===== src/rtl/ptr_reg_access_seq.sv =====
module ptr_reg_access_seq #(
  parameter int SYS_KHZ  = 50000,
  parameter int CTRL_KHZ = 8000
) (
  input  logic       clk,
  input  logic       rst_n,
  input  logic       req_valid,
  input  logic       req_ch,
  input  logic [5:0] req_reg,
  input  logic       req_wr,
  input  logic [7:0] req_wdata,
  input  logic       req_nogap,
  output logic       idle,
  output logic       done,
  output logic       error,
  output logic [7:0] rdata,
  output logic       bus_wr_stb,
  output logic       bus_rd_stb,
  output logic       bus_port,
  output logic       bus_ch,
  output logic [7:0] bus_wdata,
  input  logic [7:0] bus_rdata
);
  localparam int GAP_RAW = (7 * SYS_KHZ + 2 * CTRL_KHZ - 1) / (2 * CTRL_KHZ);
  localparam int GAP_CYC = (GAP_RAW < 1) ? 1 : GAP_RAW;
  localparam int CW      = $clog2(GAP_CYC + 2) + 1;
  localparam int MAXA    = 6;
  localparam logic [1:0] K_CW = 2'd0, K_CR = 2'd1, K_DR = 2'd2;

  typedef enum logic [1:0] {S_IDLE, S_ACC, S_GAP, S_DONE} st_t;
  st_t st;

  logic [7:0] sh [2][16];
  logic [7:0] sh9;

  logic [1:0] qk [MAXA];
  logic [7:0] qd [MAXA];
  logic       qc [MAXA];
  logic [1:0] nk [MAXA];
  logic [7:0] nd [MAXA];
  logic       nc [MAXA];
  logic [2:0] nn, qn, idx;
  logic [CW-1:0] cnt;
  logic nogap_q, last_q, err_q;

  logic       legal, shd_rd;
  logic [7:0] shd_val;
  logic       sh_we, b15_we, sh9_we;
  logic [3:0] sh_idx;
  logic [7:0] sh_val, b15_val;
  logic       rch;
  logic [7:0] cur15;

  wire accept = req_valid && (st == S_IDLE);
  assign idle = (st == S_IDLE);
  assign done = (st == S_DONE);
  assign error = done && err_q;
  assign cur15 = sh[req_ch][15];

  always_comb begin
    for (int i = 0; i < MAXA; i++) begin
      nk[i] = K_CW; nd[i] = '0; nc[i] = 1'b0;
    end
    nn = '0; legal = 1'b0; shd_rd = 1'b0; shd_val = '0;
    sh_we = 1'b0; sh_idx = '0; sh_val = '0;
    b15_we = 1'b0; b15_val = '0; sh9_we = 1'b0;
    rch = req_ch;
    if (req_wr) begin
      if (req_reg <= 6'd15 || req_reg == 6'd33) begin
        legal = 1'b1;
        if (req_reg == 6'd0) begin
          nk[0] = K_CW; nd[0] = req_wdata; nc[0] = req_ch; nn = 3'd1;
        end else begin
          if (req_reg == 6'd7 && cur15[0]) begin
            b15_we = 1'b1; b15_val = cur15 & 8'hFE;
          end
          if (req_reg == 6'd33 && !cur15[0]) begin
            b15_we = 1'b1; b15_val = cur15 | 8'h01;
          end
          if (b15_we) begin
            nk[nn] = K_CW; nd[nn] = 8'd15;   nc[nn] = req_ch; nn = nn + 3'd1;
            nk[nn] = K_CW; nd[nn] = b15_val; nc[nn] = req_ch; nn = nn + 3'd1;
          end
          nk[nn] = K_CW; nc[nn] = req_ch;
          nd[nn] = (req_reg == 6'd33) ? 8'd7 : {4'd0, req_reg[3:0]};
          nn = nn + 3'd1;
          nk[nn] = K_CW; nd[nn] = req_wdata; nc[nn] = req_ch; nn = nn + 3'd1;
          if (req_reg == 6'd9) sh9_we = 1'b1;
          else if (req_reg == 6'd33) begin
            sh_we = 1'b1; sh_idx = 4'd8; sh_val = req_wdata;
          end else if (req_reg != 6'd8) begin
            sh_we = 1'b1; sh_idx = req_reg[3:0];
            sh_val = (req_reg == 6'd14) ? (req_wdata & 8'h1F) : req_wdata;
          end
        end
      end
    end else begin
      case (req_reg)
        6'd1, 6'd2, 6'd3, 6'd4, 6'd5, 6'd6, 6'd7,
        6'd10, 6'd11, 6'd12, 6'd13, 6'd14, 6'd15: begin
          legal = 1'b1; shd_rd = 1'b1; shd_val = sh[req_ch][req_reg[3:0]];
        end
        6'd9:  begin legal = 1'b1; shd_rd = 1'b1; shd_val = sh9; end
        6'd33: begin legal = 1'b1; shd_rd = 1'b1; shd_val = sh[req_ch][8]; end
        6'd16: begin
          legal = 1'b1; nk[0] = K_CR; nc[0] = req_ch; nn = 3'd1;
        end
        6'd24: begin
          legal = 1'b1; nk[0] = K_DR; nc[0] = req_ch; nn = 3'd1;
        end
        6'd17, 6'd18, 6'd19, 6'd22, 6'd23, 6'd26: begin
          legal = 1'b1;
          if (req_reg == 6'd19) rch = 1'b0;
          if (req_reg == 6'd18) rch = 1'b1;
          nk[0] = K_CW; nd[0] = {4'd0, req_reg[3:0]}; nc[0] = rch;
          nk[1] = K_CR; nc[1] = rch; nn = 3'd2;
        end
        default: ;
      endcase
    end
  end

  always_ff @(posedge clk or negedge rst_n) begin
    if (!rst_n) begin
      for (int c = 0; c < 2; c++)
        for (int r = 0; r < 16; r++) sh[c][r] <= '0;
      sh9 <= '0;
    end else if (accept && legal && req_wr) begin
      if (b15_we) sh[req_ch][15] <= b15_val;
      if (sh_we)  sh[req_ch][sh_idx] <= sh_val;
      if (sh9_we) sh9 <= req_wdata & 8'h3F;
    end
  end

  always_ff @(posedge clk or negedge rst_n) begin
    if (!rst_n) begin
      st <= S_IDLE; idx <= '0; qn <= '0; cnt <= '0;
      nogap_q <= 1'b0; last_q <= 1'b0; err_q <= 1'b0; rdata <= '0;
      for (int i = 0; i < MAXA; i++) begin
        qk[i] <= K_CW; qd[i] <= '0; qc[i] <= 1'b0;
      end
    end else begin
      case (st)
        S_IDLE: if (req_valid) begin
          err_q <= !legal;
          nogap_q <= req_nogap;
          idx <= '0; qn <= nn;
          for (int i = 0; i < MAXA; i++) begin
            qk[i] <= nk[i]; qd[i] <= nd[i]; qc[i] <= nc[i];
          end
          if (shd_rd) rdata <= shd_val;
          st <= (!legal || shd_rd) ? S_DONE : S_ACC;
        end
        S_ACC: begin
          if (qk[idx] != K_CW) rdata <= bus_rdata;
          last_q <= (idx == qn - 3'd1);
          cnt <= CW'(GAP_CYC - 1);
          if (idx == qn - 3'd1 && nogap_q) st <= S_DONE;
          else st <= S_GAP;
        end
        S_GAP: begin
          if (cnt == '0) begin
            if (last_q) st <= S_DONE;
            else begin st <= S_ACC; idx <= idx + 3'd1; end
          end else cnt <= cnt - 1'b1;
        end
        default: st <= S_IDLE;
      endcase
    end
  end

  assign bus_wr_stb = (st == S_ACC) && (qk[idx] == K_CW);
  assign bus_rd_stb = (st == S_ACC) && (qk[idx] != K_CW);
  assign bus_port   = (st == S_ACC) && (qk[idx] == K_DR);
  assign bus_ch     = (st == S_ACC) && qc[idx];
  assign bus_wdata  = bus_wr_stb ? qd[idx] : 8'd0;

  logic [CW-1:0] since;
  logic seen;
  logic [3:0] txn_cnt;
  logic shd_q;
  wire stb = bus_wr_stb || bus_rd_stb;
  always_ff @(posedge clk or negedge rst_n) begin
    if (!rst_n) begin
      since <= '0; seen <= 1'b0; txn_cnt <= '0; shd_q <= 1'b0;
    end else if (accept) begin
      since <= '0; seen <= 1'b0; txn_cnt <= '0; shd_q <= shd_rd;
    end else if (stb) begin
      since <= '0; seen <= 1'b1; txn_cnt <= txn_cnt + 4'd1;
    end else if (since != {CW{1'b1}}) begin
      since <= since + 1'b1;
    end
  end

  a_r1_err_no_bus: assert property (@(posedge clk) disable iff (!rst_n)
    error |-> (txn_cnt == 4'd0 && !stb));
  a_r3_gap_kept: assert property (@(posedge clk) disable iff (!rst_n)
    (stb && seen) |-> (since >= CW'(GAP_CYC)));
  a_r7_shadow_no_bus: assert property (@(posedge clk) disable iff (!rst_n)
    (done && shd_q) |-> (txn_cnt == 4'd0));
  a_r12_done_pulse: assert property (@(posedge clk) disable iff (!rst_n)
    done |=> !done);
  a_r10_one_strobe: assert property (@(posedge clk) disable iff (!rst_n)
    !(bus_wr_stb && bus_rd_stb));
  a_r12_idle_no_strobe: assert property (@(posedge clk) disable iff (!rst_n)
    idle |-> !stb);
endmodule


===== config.mk =====
export PLATFORM = sky130hd
export DESIGN_NAME = ptr_reg_access_seq
export DESIGN_NICKNAME = d
export VERILOG_FILES = /design/src/rtl/ptr_reg_access_seq.sv
export SDC_FILE = /design/constraint.sdc
export NUM_CORES = 1
export LEC_CHECK = 0
export BUFFER_PORTS_ARGS = -buffer_cell sky130_fd_sc_hd__buf_4
export CORE_AREA = 2 2 218 134
export CTS_CLUSTER_SIZE = 16
export DETAILED_ROUTE_END_ITERATION = 10
export DIE_AREA = 0 0 220 136
export GPL_TIMING_DRIVEN = 0
export PLACE_DENSITY = 0.84
export SLEW_MARGIN = 20
export SYNTH_ARGS = -nofsm -noshare
export SYNTH_HDL_FRONTEND = slang
export SYNTH_SLANG_ARGS = --single-unit

===== constraint.sdc =====
create_clock -name clk -period 3 [get_ports clk]
set_input_delay 0 -clock clk [delete_from_list [all_inputs] [get_ports clk]]
set_output_delay 0 -clock clk [all_outputs]
set_load 0.01 [all_outputs]

### After elaboration in Yosys (flattened, before gate mapping)

Cells that the tools add are included.

| storage, ports and cells | value |
|---|---|
| register bits after elaboration | 353 |
| word-level logic and storage cells | 302 |
| output and inout port bits | 23 |

| operators by class | value |
|---|---|
| add/sub/neg operators | 5 |
| bitwise logic cells | 10 |
| reductions and logical operators | 38 |
| muxes and demuxes | 144 |
| equal/unequal tests | 35 |
| magnitude comparators | 11 |

Operator list:

| kind | number |
|---|---|
| 256-bit 2-to-1 mux | 3 |
| 256-bit bitwise mux | 2 |
| 128-bit 2-to-1 mux | 4 |
| 128-bit demux with 1-bit select | 2 |
| 8-bit 2-to-1 mux | 28 |
| 48-bit bitwise mux | 2 |
| 40-bit 2-to-1 mux | 2 |
| 4-bit 2-to-1 mux | 13 |
| 8-bit demux with 3-bit select | 2 |
| 6-bit by 5-bit equality test with 1-bit output, second input constant | 8 |
| 16-bit 2-to-1 mux | 3 |
| 48-bit 2-to-1 mux | 1 |
| 6-bit by 4-bit equality test with 1-bit output, second input constant | 7 |
| 1-bit 2-to-1 mux | 33 |
| 8-bit binary-select mux with 4-bit select | 1 |
| 8-bit demux with 4-bit select | 1 |
| 2-bit 2-to-1 mux | 15 |
| 3-bit 2-to-1 mux | 9 |
| 12-bit AND | 2 |
| 8-bit binary-select mux with 3-bit select | 1 |
| 6-bit by 3-bit equality test with 1-bit output, second input constant | 4 |
| 12-bit 2-to-1 mux | 2 |
| 12-bit NOT | 2 |
| 8-bit case mux with 3 select lines | 1 |
| other kinds (49) | 95 |

### Depth between registers and ports, before layout

| depth | value |
|---|---|
| depth after elaboration | 25 |
| gate-level depth with buffers | 11 |
| gate-level depth less buffers | 8 |

### Least setup slack after synthesis

OpenSTA, ideal clock, no wires.

| timing path | value |
|---|---|
| kind | flip-flop to flip-flop |
| from | reg st[0] |
| to | reg sh[80] (netlist name) |
| stages on the path, launching flop included | 9 |
| arrival | 2.688 ns |
| path buffers | 2 |
| data required time | 2.875 ns |
| path slack | 0.187 ns |
| cells stage by stage | dfrtp_1 clkbuf_1 nor2_1 nand2_1 or4b_1 buf_2 or4_4 nor2_2 mux2_2 |

| on the way | value |
|---|---|
| word-level cells in the longest chain between the ends | 4 |

RTL lines:

| what | line | RTL |
|---|---|---|
| start, declared | 31 | `st_t st;` |
| start signal, assigned | 152 | `st <= (!legal \|\| shd_rd) ? S_DONE : S_ACC;` |
| 2-bit logical NOT | n/a |  |
| named net idle | 13 | `output logic idle,` |
| 1-bit logical AND | 54 | `wire accept = req_valid && (st == S_IDLE);` |
| 1-bit logical AND (2 in a row) | 128 | `end else if (accept && legal && req_wr) begin` |
| end signal, assigned by index | 129 | `if (b15_we) sh[req_ch][15] <= b15_val;` |
| end signal, assigned by index | 130 | `if (sh_we) sh[req_ch][sh_idx] <= sh_val;` |
| end, declared | 33 | `logic [7:0] sh [2][16];` |

The timed path passes the listed nets, and every way through them passes these cells.
A chain may end at the register's enable or synchronous reset.

### Worst setup path in the final report

| timing path | value |
|---|---|
| from | in req_reg[0] |
| to | reg rdata[0] |

| on the way | value |
|---|---|
| word-level cells in the longest chain between the ends | 9 |

RTL lines:

| what | line | RTL |
|---|---|---|
| start, declared | 9 | `input logic [5:0] req_reg,` |
| 4-bit NOT with 5-bit output (implied by the code) | 101 | `legal = 1'b1; shd_rd = 1'b1; shd_val = sh[req_ch][req_reg[3:0]];` |
| 8-bit binary-select mux with 4-bit select | 101 |  |
| 8-bit 2-to-1 mux (implied by the code) (2 in a row) | 101 |  |
| 8-bit case mux with 3 select lines | 98 | `case (req_reg)` |
| 8-bit 2-to-1 mux | 68 | `if (req_wr) begin` |
| 8-bit 2-to-1 mux | 151 | `if (shd_rd) rdata <= shd_val;` |
| 8-bit 2-to-1 mux | 144 | `S_IDLE: if (req_valid) begin` |
| 8-bit case mux with 2 select lines | 143 | `case (st)` |
| end signal, assigned | 151 |  |
| end signal, assigned | 155 | `if (qk[idx] != K_CW) rdata <= bus_rdata;` |
| end, declared | 16 | `output logic [7:0] rdata,` |

Parallel ways exist; a longest one is shown, timed or not. The select of a mux whose other input is x is not followed.

==> run_results.csv <==
group,metric,value,unit
status,status,"finished with violations",
status,violations,"negative setup slack",
pwr,power_density,580,nW/µm²
detailed_routing,wl_per_cell,26.6,µm
cells_and_area,fin_util,0.623,
global_routing,grt_pass1_vias,11300,
synth,syn_area,15200,µm²
detailed_routing,drt-pass1-iter-count,6,
place,dp_hpwl,32000,µm
die,dieArea,29900,µm²
global_routing,grt_use_total,0.313,
cts,cts_root_buffer,"clkbuf_16",
synth,syn_avg_cell_area,12.6,µm²
worst_setup_path,regToRegSetupSlack,0.06,ns
detailed_routing,wl_met2,18600,µm
worst_setup_path,r2r_cells,8,
worst_setup_path,crit_start,"req_reg[0]",
cells_and_area,ff_latch_area,7990,µm²
sta,tightest_slew,1.16,ns
worst_setup_path,reg2reg_to,"sh[118]$_DFFE_PN0P_",
sta,finalSetupViolCount,2,
cts,clkSinkCount,319,
cts,cts_tree,"done",
synth,ys_warn_count,0,
cells_and_area,multi_input_area,6830,µm²
global_routing,grt_first_pass_wirelength,68900,µm
sta,slew_viol_final,0,
detailed_routing,drt-total-wl,45700,µm
detailed_routing,top_layer,"met4",
worst_setup_path,cp-start-kind,"input pin",
pwr,combPwrFrac,0.161,
worst_setup_path,worstPathRequired,3.45,ns
cts,clk_path_buf_depth,3,
global_routing,antenna_found_initial,4,
synth,synthXorXnorAreaFrac,0.00460,
worst_setup_path,crit_type,"in2reg",
pwr,power_switching,2.86,mW
sta,hold_viol,0,
place,portBuffers,48,
synth,synthArstFlopShare,1.00,
cells_and_area,final_cell_mix,"dfrtp_1 (317), mux2_2 (238), clkbuf_1 (92), nand2_1 (87), nor2_1 (63)",
min_path,hold_class,"in2reg",
place,gp_congestion,1.02,
synth,synth.distinct_cells,65,
sta,setup_tns,-0.0169,ns
sta,fin_crit,3.01,ns
cts,clk_pin_slew,0.07,ns
cts,worstSkewPairLatency,0.58,ns
die,die_w,220,µm
global_routing,grt-ovfl-total,0,
detailed_routing,drc,0,
sta,fin_crit_sh,1.00,
synth,synth_fa_ha_area_frac,0.00329,
detailed_routing,wl_met1,18600,µm
pwr,intPower,7.29,mW
pwr,swShare,0.282,
detailed_routing,routed-wl-met3,7080,µm
pwr,clkPwrFrac,0.375,
die,initial_core_util,0.541,
synth,ys_ff_latch,319,
global_routing,grt_max_degree,98,
synth,synthFlopType,"dfrtp_1",
worst_setup_path,endpoint,"rdata[0]$_DFFE_PN0P_",
synth,synth-compound-area-share,0.0730,
synth,muxShareOfSynthArea,0.277,
worst_setup_path,crit_fanout,10,
cells_and_area,final_common_cell,"dfrtp_1",
worst_setup_path,crit_arrival,3.46,ns
cells_and_area,diodes,0,
sta,setup_ws,-0.0109,ns
synth,synth_top_family_by_area,"multiplexers",
synth,synth_fp_nets,1244,
pwr,seq_power_share,0.464,
cells_and_area,drive_above_1_share,0.327,
die,core-area,28100,µm²
sta,holdWs,0.106,ns
die,rows,48,
detailed_routing,drt-vias-per-instance,6.68,
worst_setup_path,setup.worst_path.end_class,"register",
cts,htree_levels,1,
cells_and_area,nNetsFinal,1356,
synth,seq_area_frac_synth,0.525,
sta,fmax,0.332,GHz
detailed_routing,drtIter0Drc,1621,
detailed_routing,num_vias,11500,
synth,syn_inst,1212,
worst_setup_path,rr_startpoint,"st[1]$_DFFE_PN0P_",
cells_and_area,fin_area,17500,µm²
die,io_pins,51,
pwr,peakVddDrop,0.000470,V
pwr,p_leak,8.23,nW
cells_and_area,n_fill_cell,2052,
synth,yosys.area_share.simple,0.0863,
sta,max-slew-margin-rel,0.220,
cts,cts_made_buffers,29,
die,die_y,136,µm
synth,synth_edf_count,0,
run,maxCapViolCount,0,
detailed_routing,antenna_left,0,
sta,fin_worst_skew,0.0231,ns
place,dpl-instance-area,16100,µm²
cells_and_area,syn2layout_area_growth,15.0,%
[worst max-delay path, stage by stage]
cell and delay (ns):
buf_4 0.13, clkbuf_1 0.54, clkbuf_1 0.60, clkbuf_2 0.48, clkbuf_1 0.60, o21ai_0 0.40, a21oi_1 0.23, o22ai_1 0.17
o41ai_1 0.29
[synthesized netlist by cell type (6+ instances only)]
| library cell | instances | area, µm² |
|---|---|---|
| or3_1 | 7 | 43.8 |
| a22o_1 | 14 | 123 |
| nand4_1 | 8 | 50.1 |
| nor2b_1 | 20 | 125 |
| inv_1 | 10 | 37.5 |
| a21oi_1 | 27 | 135 |
| dfrtp_1 | 319 | 7980 |
| nand2_1 | 88 | 330 |
| mux4_2 | 50 | 1130 |
| a221o_1 | 9 | 90.1 |
| xnor2_1 | 6 | 52.6 |
| a31oi_1 | 7 | 43.8 |
| nor3_1 | 13 | 65.1 |
| mux2i_1 | 40 | 400 |
| o211ai_1 | 8 | 60.1 |
| o21ai_0 | 30 | 150 |
| nand2b_1 | 10 | 62.6 |
| a22oi_1 | 6 | 45.0 |
| buf_1 | 9 | 33.8 |
| and2_1 | 8 | 50.1 |
| clkbuf_1 | 99 | 372 |
| nand3_1 | 20 | 100 |
| nor2_1 | 68 | 255 |
| o31ai_1 | 6 | 45.0 |
| o22ai_1 | 7 | 43.8 |
| mux2_2 | 238 | 2680 |
[how the worst min path moves through the flow]
| stage | start | to | slack, ns | cells past startpoint |
|---|---|---|---|---|
| 4_1_cts | req_reg[4] | qd[47]$_DFFE_PN0P_ | 0.05 | 4 |
| 5_1_grt | req_reg[4] | qd[47]$_DFFE_PN0P_ | 0.11 | 4 |
| 3_5_place_dp | rst_n | sh[110]$_DFFE_PN0P_ | -0.02 | 1 |
| 2_1_floorplan | rst_n | cnt[0]$_DFFE_PN0P_ | -0.30 | 0 |
| 3_3_place_gp | req_nogap | nogap_q$_DFFE_PN0P_ | 0.21 | 3 |
| 6_report | req_reg[4] | qd[47]$_DFFE_PN0P_ | 0.11 | 4 |
[cell families (layout without fill, tap and decap cells)]
kind of cell	count (synthesis)	count (layout)
mux	329	329
flops	319	319
simple gates	272	272
compound gates	156	156
buf+inv	124	255
xor+xnor	8	8
fa+ha+maj	4	4
[flip-flops by register name, summed over array words and instances (netlist names)]
name,flops
rdata,8
idx,3
qk,3
qn,3
err_q,1
last_q,1
st,2
nogap_q,1
sh,254
sh9,6
cnt,6
qd,28
qc,3
[through the flow]
stage               cells  setup slack, ns  power, mW
floorplan            1212            0.187       5.63
global placement     1635           -0.856       6.19
detailed placement   1639           -0.888       6.27
CTS                  1719           -0.116       10.1
global route         1718          -0.0190       10.5
finish               1718          -0.0109       10.2
[cell type report]
cell class | instances | area share
inverters | 11 | 0.00257
flip-flops and latches | 319 | 0.456
clock buffers | 41 | 0.0469
clock inverters | 9 | 0.00729
multi-input cells | 769 | 0.390
well taps | 375 | 0.0268
plain buffers | 111 | 0.0262
repair buffers | 83 | 0.0437
[routing by layer]
layer / vias to the layer above / track usage
met5: - / 0
li1: 4643 / -
met4: 0 / 0.0820
met2: 823 / 0.426
met3: 154 / 0.148
met1: 5852 / 0.448
[what timing repair did]
| action | in CTS | in global routing |
|---|---|---|
| hold endpoints to repair | 204 | 0 |
| pin swaps | 3 | 0 |
| setup buffers | 5 | 0 |
| endpoints found under the setup margin | 113 | 168 |
| resized for setup | 13 | 39 |
| hold buffers | 26 | 0 |
[power groups by stage]
| stage | logic, mW | clock network, mW | registers (mW) |
|---|---|---|---|
| 3_3_place_gp | 1.46 | 0 | 4.72 |
| 3_5_place_dp | 1.54 | 0 | 4.73 |
| 4_1_cts | 1.58 | 3.81 | 4.67 |
| 2_1_floorplan | 0.919 | 0 | 4.71 |
| 5_1_grt | 1.76 | 4.00 | 4.72 |
| 6_report | 1.64 | 3.81 | 4.71 |
No activity file was read; power rests on OpenSTA's default activity.
